## src/rtl/rtscts_pkg.sv

```systemverilog
package rtscts_pkg;
  typedef enum logic [1:0] {
    SEL_LONG  = 2'b00,
    SEL_SHORT = 2'b01,
    SEL_MID   = 2'b10,
    SEL_EXT   = 2'b11
  } dly_sel_e;
endpackage

```

## src/rtl/rtscts_tick_gen.sv

```systemverilog
module rtscts_tick_gen #(
  parameter int PRESCALE_W = 12
) (
  input  logic clk,
  input  logic rst_n,
  output logic tick
);
  logic [PRESCALE_W-1:0] pre_q, pre_d;

  always_comb begin
    pre_d = pre_q + 1'b1;
  end

  always_ff @(posedge clk or negedge rst_n) begin
    if (!rst_n) pre_q <= '0;
    else        pre_q <= pre_d;
  end

  assign tick = &pre_q;

  // the enable is never two clocks wide
  a_r1_tick_single: assert property (@(posedge clk) disable iff (!rst_n)
    tick |=> !tick);
endmodule

```

## src/rtl/rtscts_on_timer.sv

```systemverilog
module rtscts_on_timer #(
  parameter int CNT_W = 9
) (
  input  logic             clk,
  input  logic             rst_n,
  input  logic             tick,
  input  logic             rts_n,
  input  logic [CNT_W-1:0] limit,
  output logic             done
);
  logic [CNT_W-1:0] cnt_q, cnt_d;
  logic             done_q, done_d;
  logic [CNT_W:0]   cnt_inc;

  always_comb begin
    cnt_inc = {1'b0, cnt_q} + 1'b1;
    cnt_d   = cnt_q;
    done_d  = done_q;
    if (rts_n) begin
      cnt_d  = '0;
      done_d = 1'b0;
    end else if (tick && !done_q) begin
      if (cnt_inc >= {1'b0, limit}) done_d = 1'b1;
      else                          cnt_d  = cnt_inc[CNT_W-1:0];
    end
  end

  always_ff @(posedge clk or negedge rst_n) begin
    if (!rst_n) begin
      cnt_q  <= '0;
      done_q <= 1'b0;
    end else begin
      cnt_q  <= cnt_d;
      done_q <= done_d;
    end
  end

  assign done = done_q;

  // completion only ever follows a tick
  a_r2_done_on_tick: assert property (@(posedge clk) disable iff (!rst_n)
    $rose(done_q) |-> $past(tick));
  // a withdrawn request leaves no completed delay behind
  a_r5_clear_on_drop: assert property (@(posedge clk) disable iff (!rst_n)
    rts_n |=> !done_q);
endmodule

```

## src/rtl/rts_cts_delay.sv

```systemverilog
module rts_cts_delay
  import rtscts_pkg::*;
#(
  parameter int PRESCALE_W = 12,
  parameter int STANDARD   = 0,
  parameter int LIM_LO_00  = 350,
  parameter int LIM_LO_01  = 26,
  parameter int LIM_LO_10  = 306,
  parameter int LIM_HI_00  = 175
) (
  input  logic       clk,
  input  logic       rst_n,
  input  logic       rts_n,
  input  logic [1:0] dly_sel,
  input  logic       ext_rts_n,
  input  logic       loop_test,
  input  logic       carrier_ctl,
  output logic       cts_n,
  output logic       tx_carrier_en,
  output logic       tick_o
);
  localparam int LIM_MAX = (LIM_LO_00 > LIM_LO_10) ? LIM_LO_00 : LIM_LO_10;
  localparam int CNT_W   = $clog2(LIM_MAX + 1);

  logic             tick;
  logic             done;
  logic [CNT_W-1:0] limit;
  dly_sel_e         sel;

  assign sel = dly_sel_e'(dly_sel);

  rtscts_tick_gen #(.PRESCALE_W(PRESCALE_W)) u_tick (
    .clk(clk), .rst_n(rst_n), .tick(tick)
  );

  generate
    if (STANDARD == 0) begin : g_low_band
      always_comb begin
        unique case (sel)
          SEL_SHORT: limit = CNT_W'(LIM_LO_01);
          SEL_MID:   limit = CNT_W'(LIM_LO_10);
          default:   limit = CNT_W'(LIM_LO_00);
        endcase
      end
    end else begin : g_high_band
      assign limit = CNT_W'(LIM_HI_00);
    end
  endgenerate

  rtscts_on_timer #(.CNT_W(CNT_W)) u_timer (
    .clk(clk), .rst_n(rst_n), .tick(tick), .rts_n(rts_n),
    .limit(limit), .done(done)
  );

  always_comb begin
    if (loop_test)            cts_n = rts_n;
    else if (sel == SEL_EXT)  cts_n = ext_rts_n;
    else                      cts_n = rts_n | ~done;
  end

  assign tx_carrier_en = loop_test ? carrier_ctl : ~rts_n;
  assign tick_o        = tick;

  // in timer mode clear-to-send only asserts after the timer completes
  a_r2_cts_after_timer: assert property (@(posedge clk) disable iff (!rst_n)
    (!loop_test && sel != SEL_EXT && !cts_n) |-> done);
  // in timer mode a high request always holds clear-to-send off
  a_r5_cts_off: assert property (@(posedge clk) disable iff (!rst_n)
    (!loop_test && sel != SEL_EXT && rts_n) |-> cts_n);
  // outside loop test the carrier follows the request
  a_r8_carrier_req: assert property (@(posedge clk) disable iff (!rst_n)
    !loop_test |-> (tx_carrier_en != rts_n));
endmodule

```

## config.mk

```make
export PLATFORM = sky130hd
export DESIGN_NAME = rts_cts_delay
export DESIGN_NICKNAME = d
export VERILOG_FILES = /design/src/rtl/rtscts_pkg.sv /design/src/rtl/rtscts_tick_gen.sv /design/src/rtl/rtscts_on_timer.sv /design/src/rtl/rts_cts_delay.sv
export SDC_FILE = /design/constraint.sdc
export NUM_CORES = 1
export LEC_CHECK = 0
export BUFFER_PORTS_ARGS = -buffer_cell sky130_fd_sc_hd__buf_2
export CORE_MARGIN = 4
export CORE_UTILIZATION = 58
export CTS_BUF_LIST = sky130_fd_sc_hd__clkbuf_8 sky130_fd_sc_hd__clkbuf_16
export DETAILED_ROUTE_END_ITERATION = 7
export GPL_TIMING_DRIVEN = 0
export PLACE_DENSITY = 0.76
export SLEW_MARGIN = 0
export SYNTH_ARGS = -nofsm -noshare
export SYNTH_HDL_FRONTEND = slang
export SYNTH_SLANG_ARGS = --single-unit
```

## constraint.sdc

```tcl
create_clock -name clk -period 3.5 [get_ports clk]
set_input_delay 0.175 -clock clk [delete_from_list [all_inputs] [get_ports clk]]
set_output_delay 0.175 -clock clk [all_outputs]
set_load 0.05 [all_outputs]
```

==> impl_metrics.py, run 1 <==
metrics = {
    "run_status": {
        "outcome": "complete, no violations",
    },
    "yosys": {
        "ys_seq_elements": 22,
        "synth_fp_nets": 156,
        "synth_seq_area_share_pct": 40.3,
        "avgSynthCellArea_um2": 10.0,
        "synth_cells": 136,
        "netlist_area_mm2": 0.00137,
        "yosys_warnings": 0,
        "yosysUniqueCellTypes": 31,
    },
    "pwr": {
        "max-vdd-ir-drop_mv": 0.359,
        "p_comb_share_pct": 7.2,
        "netSwitchingFraction_pct": 21.6,
        "switchingPower_uw": 93.8,
        "power_uw": 434,
        "p_leak_uw": 0.000671,
        "p_per_area_mw_per_mm2": 289,
        "seqPwrFrac_pct": 58.5,
        "power_frac_clock_pct": 34.3,
        "p_int_uw": 340,
    },
    "setup_path": {
        "critical_path_required_ps": 3680,
        "critPathMaxFanout": 10,
        "critPathKind": "reg2reg",
        "critPathArrivalTime_ps": 2870,
        "cp-start-kind": "flip-flop",
        "cp-end-kind": "flip-flop",
    },
    "clocking": {
        "cts-buffers-inserted": 3,
        "path_clk_slew_ps": 70,
        "ctsHoldBuffers": 1,
        "cts_max_path_buffers": 2,
        "htree_levels": 1,
        "cts_tree": "done",
        "cts_setup_buffers": 0,
        "cts_num_sinks": 22,
        "cts_resized": 0,
        "worstSkewPairLatency_ps": 250,
        "cts_root_buf": "clkbuf_8",
    },
    "grt": {
        "grt_pass1_vias": 1009,
        "overflow": 0,
        "grt_max_degree": 23,
        "grt_usage_pct": 16.9,
        "grt_pass1_wl_um": 4270,
        "antenna_found_initial": 0,
    },
    "routing": {
        "antenna_left": 0,
        "post_drt_wl_per_cell_um": 14.0,
        "dr.pass1.iters": 4,
        "avgViaCountPerCell": 5.84,
        "remaining_drc_errors": 0,
        "routed_wl_um": 2500,
        "vias": 1039,
        "drt_iter0_drc": 39,
    },
    "floorplan": {
        "fp.dieW_um": 56.5,
        "die_area_mm2": 0.00319,
        "coreArea_mm2": 0.00223,
        "placementRows": 17,
        "ios": 11,
        "start_util_pct": 61.1,
        "die_y_um": 56.5,
    },
    "placed_design": {
        "gp_congestion": 0.886,
        "placed_cells": 174,
        "io_buffers": 10,
        "dp_hpwl_um": 1880,
        "pre_cts_slack_ps": 824,
    },
    "sta": {
        "fin_crit_sh_pct": 76.8,
        "rsz0062_at_grt": "no",
        "clock-skew-final_ps": 2.42,
        "layout_min_cycle_time_ps": 2690,
        "setup_viol": 0,
        "setup_ws_ps": 811,
        "clock.fmax_ghz": 0.372,
        "tns_ps": 0,
        "hold_violations": 0,
        "worst_pin_slew_ps": 495,
        "slew_violations": 0,
        "relSlewSlack_pct": 67.0,
    },
    "job": {
        "max_cap_violations": 0,
    },
    "layout": {
        "nets": 172,
        "final_util_pct": 67.2,
        "antenna_cells": 0,
        "drive_gt1_share_pct": 14.7,
        "fin_cells": 178,
        "syn2layout_area_growth_pct": 9.99,
    },
    "min_path": {
        "hold_path.class": "in2async",
    },
}
==> power groups by stage <==
| stage | Sequential, uW | Combinational (uW) | Clock (uW) |
|---|---|---|---|
| after floorplan | 259 | 16.6 | 0 |
| after global placement | 259 | 29.9 | 0 |
| after detailed placement | 259 | 31.2 | 0 |
| after CTS | 254 | 32.0 | 157 |
| after global routing | 254 | 35.1 | 168 |
| final | 254 | 31.4 | 149 |
==> worst paths after layout <==
| path | cells past startpoint | slack [ps] | to | from |
|---|---|---|---|---|
| max | 10 | 810 | u_timer.cnt_q[8] | u_timer.cnt_q[3] |
| min | 2 | 410 | u_timer.cnt_q[7] | rst_n |
| max reg2reg | 10 | 810 | u_timer.cnt_q[8] | u_timer.cnt_q[3] |
| min reg2reg | 1 | 470 | u_tick.pre_q[11] | u_tick.pre_q[11] |
| max in group asynchronous | 2 | 2760 | u_tick.pre_q[8] | rst_n |
| min in group clk | 1 | 470 | u_tick.pre_q[11] | u_tick.pre_q[11] |
==> state kept, by name, indices dropped and copies added (netlist names) <==
name / flops
u_timer.done: 1
u_timer.cnt_q: 9
u_tick.pre_q: 12
==> Yosys cell counts <==
cell type / instances / area share [%]
dlygate4sd3_1: 1 / 0.73
xnor2_1: 12 / 7.7
nor2_1: 6 / 1.6
nand4b_1: 1 / 0.64
a211oi_1: 1 / 0.55
and3_1: 3 / 1.4
and3_2: 1 / 0.55
ha_1: 12 / 11
dfrtp_1: 22 / 40
o21a_1: 1 / 0.55
nand3_1: 7 / 2.6
nand2_1: 9 / 2.5
xor2_1: 5 / 3.2
inv_1: 8 / 2.2
and2_1: 1 / 0.46
or3_2: 4 / 2.2
o211ai_4: 1 / 1.6
nand4_1: 4 / 1.8
a31oi_1: 1 / 0.46
a21oi_1: 10 / 3.7
o32a_1: 1 / 0.73
a31oi_4: 1 / 1.6
o21ai_0: 10 / 3.7
and4_1: 4 / 2.6
buf_6: 2 / 1.6
nor3_1: 1 / 0.37
o211ai_1: 1 / 0.55
or3_1: 3 / 1.4
nor2b_1: 1 / 0.46
nor4b_1: 1 / 0.64
a311o_1: 1 / 0.73
==> metrics by stage <==
step / area (um^2) / hold slack, ps
floorplan: 1370 / -121
global placement: 1450 / 155
detailed placement: 1450 / 162
CTS: 1500 / 423
global route: 1500 / 451
finish: 1500 / 411
==> cells by family (layout without fill, tap and decap cells) <==
family,after synthesis,after routing,synth area share [%]
AO/OA/AOI/OAI,28,28,14.0
XOR/XNOR,17,17,10.9
adder cells (fa/ha/maj),12,12,11.0
buffers and inverters,11,25,4.58
flip-flops,22,22,40.3
AND/OR/NAND/NOR,46,46,19.2
==> critical path, cell delays in order (launching register included) <==
cell and delay [ps]:
dfrtp_1 440, and4_1 310, nand4_1 180, xnor2_1 170, ha_1 200, a311o_1 350
a31oi_4 190, o211ai_4 140, buf_6 180, or3_1 300, a21oi_1 140
==> cells in the final DEF (no fill, tap or decap) <==
cell           count
nand2_1            9
or3_1              3
and3_1             3
a311o_1            1
and3_2             1
dlygate4sd3_1      2
nand3_1            7
a21oi_1           10
inv_1              8
buf_2             10
o211ai_1           1
xnor2_1           12
and4_1             4
nor2b_1            1
a211oi_1           1
or3_2              4
ha_1              12
and2_1             1
a31oi_4            1
xor2_1             5
nand4_1            4
buf_6              2
nor2_1             6
nor3_1             1
o211ai_4           1
o21a_1             1
clkbuf_8           3
a31oi_1            1
o32a_1             1
dfrtp_1           22
nor4b_1            1
nand4b_1           1
o21ai_0           10
==> layer usage <==
| layer | up-vias | routed length [um] | track usage (%) |
|---|---|---|---|
| li1 | 516 | - | - |
| met1 | 493 | 1120 | 19.3 |
| met5 | - | 0 | 0 |
| met4 | 0 | 19 | 4.41 |
| met2 | 28 | 1230 | 31.0 |
| met3 | 2 | 123 | 3.91 |
==> cell type report <==
class | instances | area [um^2]
Inverter | 8 | 30.0
Tap cell | 28 | 35.0
Fill cell | 181 | 732
Multi-Input combinational cell | 103 | 752
Buffer | 3 | 32.5
Clock buffer | 3 | 41.3
Sequential cell | 22 | 551
Timing Repair Buffer | 11 | 60.1
(Power assumes the default switching activity.)
==> run 2, diff against run 1 <==
--- a/config.mk
+++ b/config.mk
@@ -5,13 +5,14 @@
 export SDC_FILE = /design/constraint.sdc
 export NUM_CORES = 1
 export LEC_CHECK = 0
+export ABC_AREA = 1
 export BUFFER_PORTS_ARGS = -buffer_cell sky130_fd_sc_hd__buf_2
 export CORE_MARGIN = 4
-export CORE_UTILIZATION = 58
+export CORE_UTILIZATION = 59
 export CTS_BUF_LIST = sky130_fd_sc_hd__clkbuf_8 sky130_fd_sc_hd__clkbuf_16
 export DETAILED_ROUTE_END_ITERATION = 7
 export GPL_TIMING_DRIVEN = 0
-export PLACE_DENSITY = 0.76
+export PLACE_DENSITY = 0.77
 export SLEW_MARGIN = 0
 export SYNTH_ARGS = -nofsm -noshare
 export SYNTH_HDL_FRONTEND = slang
==> constraint.sdc (replaced) <==
create_clock -name clk -period 2.6 [get_ports clk]
set_input_delay 0.13 -clock clk [delete_from_list [all_inputs] [get_ports clk]]
set_output_delay 0.13 -clock clk [all_outputs]
set_load 0.05 [all_outputs]
==> impl_metrics.py, run 2 <==
metrics = {
    "setup_path": {
        "critical_path_required_ps": 2740,
        "critPathArrivalTime_ps": 2560,
        "cp-start-kind": "flip-flop",
        "critPathKind": "reg2reg",
        "cp-end-kind": "flip-flop",
        "critPathMaxFanout": 10,
        "crit_path_start": "u_timer.cnt_q[0]",
        "r2r_start": "u_timer.cnt_q[0]",
        "r2r_cells": 19,
    },
    "placed_design": {
        "gp_congestion": 0.819,
        "io_buffers": 10,
        "placed_cells": 217,
        "pre_cts_slack_ps": 168,
        "dp_hpwl_um": 1890,
    },
    "routing": {
        "post_drt_wl_per_cell_um": 10.9,
        "antenna_left": 0,
        "remaining_drc_errors": 0,
        "drt_iter0_drc": 27,
        "dr.pass1.iters": 4,
        "routed_wl_um": 2440,
        "wl_met3_um": 25,
        "route.met2.wl_um": 1310,
        "vias": 1119,
        "drt-met1-wl_um": 1090,
        "avgViaCountPerCell": 4.97,
        "top_layer": "met4",
    },
    "min_path": {
        "worstHoldStart": "rts_n",
        "hold_path.class": "in2reg",
        "holdPathStages": 4,
    },
    "floorplan": {
        "ios": 11,
        "fp.dieW_um": 57.0,
        "placementRows": 17,
        "start_util_pct": 62.9,
        "coreArea_mm2": 0.00225,
        "die_area_mm2": 0.00325,
        "die_y_um": 57.0,
    },
    "yosys": {
        "synth_fp_nets": 199,
        "synth_cells": 179,
        "synth_top_cell_area_share_pct": 38.8,
        "ys_top_cells_by_count": "nand2_1, inv_1, dfrtp_1, nor2_1, nand3_1",
        "yosys_warnings": 0,
        "netlist_area_mm2": 0.00142,
        "yosys.cell_count.top_type": "nand2_1",
        "synth_seq_area_share_pct": 38.8,
        "synth_flop_cell": "dfrtp_1",
        "yosysUniqueCellTypes": 23,
        "synth_area_leader_cell": "dfrtp_1",
        "avgSynthCellArea_um2": 7.92,
        "synthArstFlopShare_pct": 100,
        "ys_seq_elements": 22,
        "synth_edf_count": 0,
        "synth_area_leaders": "dfrtp_1, nand2_1, ha_1",
    },
    "clocking": {
        "cts_root_buf": "clkbuf_8",
        "cts-buffers-inserted": 3,
        "cts_tree": "done",
        "htree_levels": 1,
        "cts_max_path_buffers": 2,
        "worstSkewPairLatency_ps": 250,
        "path_clk_slew_ps": 70,
        "cts_num_sinks": 22,
    },
    "layout": {
        "fin_cells": 225,
        "mostFrequentLayoutCells": "nand2_1, inv_1, dfrtp_1, nor2_1, nand3_1",
        "drive_gt1_share_pct": 14.7,
        "syn2layout_area_growth_pct": 13.0,
        "largest_reg_flops": 12,
        "top_register": "u_tick.pre_q",
        "n_fill_cell": 181,
        "final_common_cell": "nand2_1",
        "nets": 218,
        "antenna_cells": 0,
    },
    "pwr": {
        "p_leak_uw": 0.000879,
        "max-vdd-ir-drop_mv": 0.497,
        "p_per_area_mw_per_mm2": 429,
    },
    "sta": {
        "worst_pin_slew_ps": 461,
        "relSlewSlack_pct": 69.2,
        "setup_ws_ps": 179,
        "slew_violations": 0,
        "clock-skew-final_ps": 2.01,
        "clock.fmax_ghz": 0.413,
        "fin_crit_sh_pct": 93.1,
        "layout_min_cycle_time_ps": 2420,
        "hold_violations": 0,
        "tns_ps": 0,
        "setup_viol": 0,
    },
    "grt": {
        "grt_max_degree": 23,
        "grt_pass1_wl_um": 4460,
        "overflow": 0,
        "grt_usage_pct": 16.6,
        "antenna_found_initial": 0,
        "grt_pass1_vias": 1067,
    },
    "job": {
        "max_cap_violations": 0,
    },
    "run_status": {
        "outcome": "complete, no violations",
    },
}
run 2: cell type report:
class	count	area, um^2	area share (%)
Sequential cell	22	552	34.5
Inverter	30	113	7.03
Buffer	2	11.3	0.703
Multi-Input combinational cell	125	753	47.0
Clock buffer	4	55.1	3.44
Timing Repair Buffer	14	82.6	5.16
Tap cell	28	35.0	2.19
run 2: power by group:
group          switching [uW]  total (uW)  internal, uW  leakage [uW]
clock                    96.3         231           134     0.0000288
combinational            61.9         101          38.9      0.000561
sequential               6.63         356           349      0.000289
run 2: what timing repair did:
action / 4_1_cts / 5_1_grt
hold endpoints to repair: 22 / 0
buffers inserted: 0 / 3
endpoints found under the setup margin: 0 / 10
hold buffers: 1 / 0
resized for setup: 0 / 3
run 2: critical path, stage by stage, from the launching register on:
cell and delay, ps:
dfrtp_2 430, ha_2 210, nand2_1 70, inv_1 70
nand2_1 80, inv_1 60, nand2_1 90, xor2_2 160
inv_1 60, ha_1 300, nand2_1 50, inv_1 40
nand2_1 50, nor2_1 100, nand2_1 60, nand2_1 80
nand2_2 80, buf_4 180, nand3_1 70, nand2_1 60
run 2: kinds of logic (layout without fill, tap and decap cells):
logic type                 count (synthesis)  after routing  synth area share (%)
and+or+nand+nor                           92             92                  30.0
buffers and inverters                     32             50                  8.74
DFF                                       22             22                  38.8
xor gates and xnor gates                  13             13                  8.03
adders and majority gates                 12             12                  10.6
AOI/OAI and AO/OA                          8              8                  3.80
run 2: worst paths after layout:
kind                               endpoint  slack (ps)
setup / recovery           u_timer.cnt_q[2]         180
hold / removal                 u_timer.done         250
setup reg to reg           u_timer.cnt_q[2]         180
hold reg to reg             u_tick.pre_q[0]         450
max in group asynchronous  u_timer.cnt_q[0]        1910
min in group asynchronous   u_tick.pre_q[5]         350
run 2: routing by layer:
layer | up-vias | track usage (%)
li1 | 586 | -
met1 | 528 | 21.0
met2 | 3 | 31.2
met3 | 2 | 1.36
met4 | 0 | 2.98
met5 | - | 0
run 2: through the flow:
stage          hold slack, ps  utilization (%)  total power, uW  cell area (um^2)
2_1_floorplan            -166                -              421              1420
3_3_place_gp              103             66.6              445              1500
3_5_place_dp              111             66.6              450              1500
4_1_cts                   245             69.5              684              1570
5_1_grt                   286             71.0              726              1600
6_report                  248             71.0              687              1600
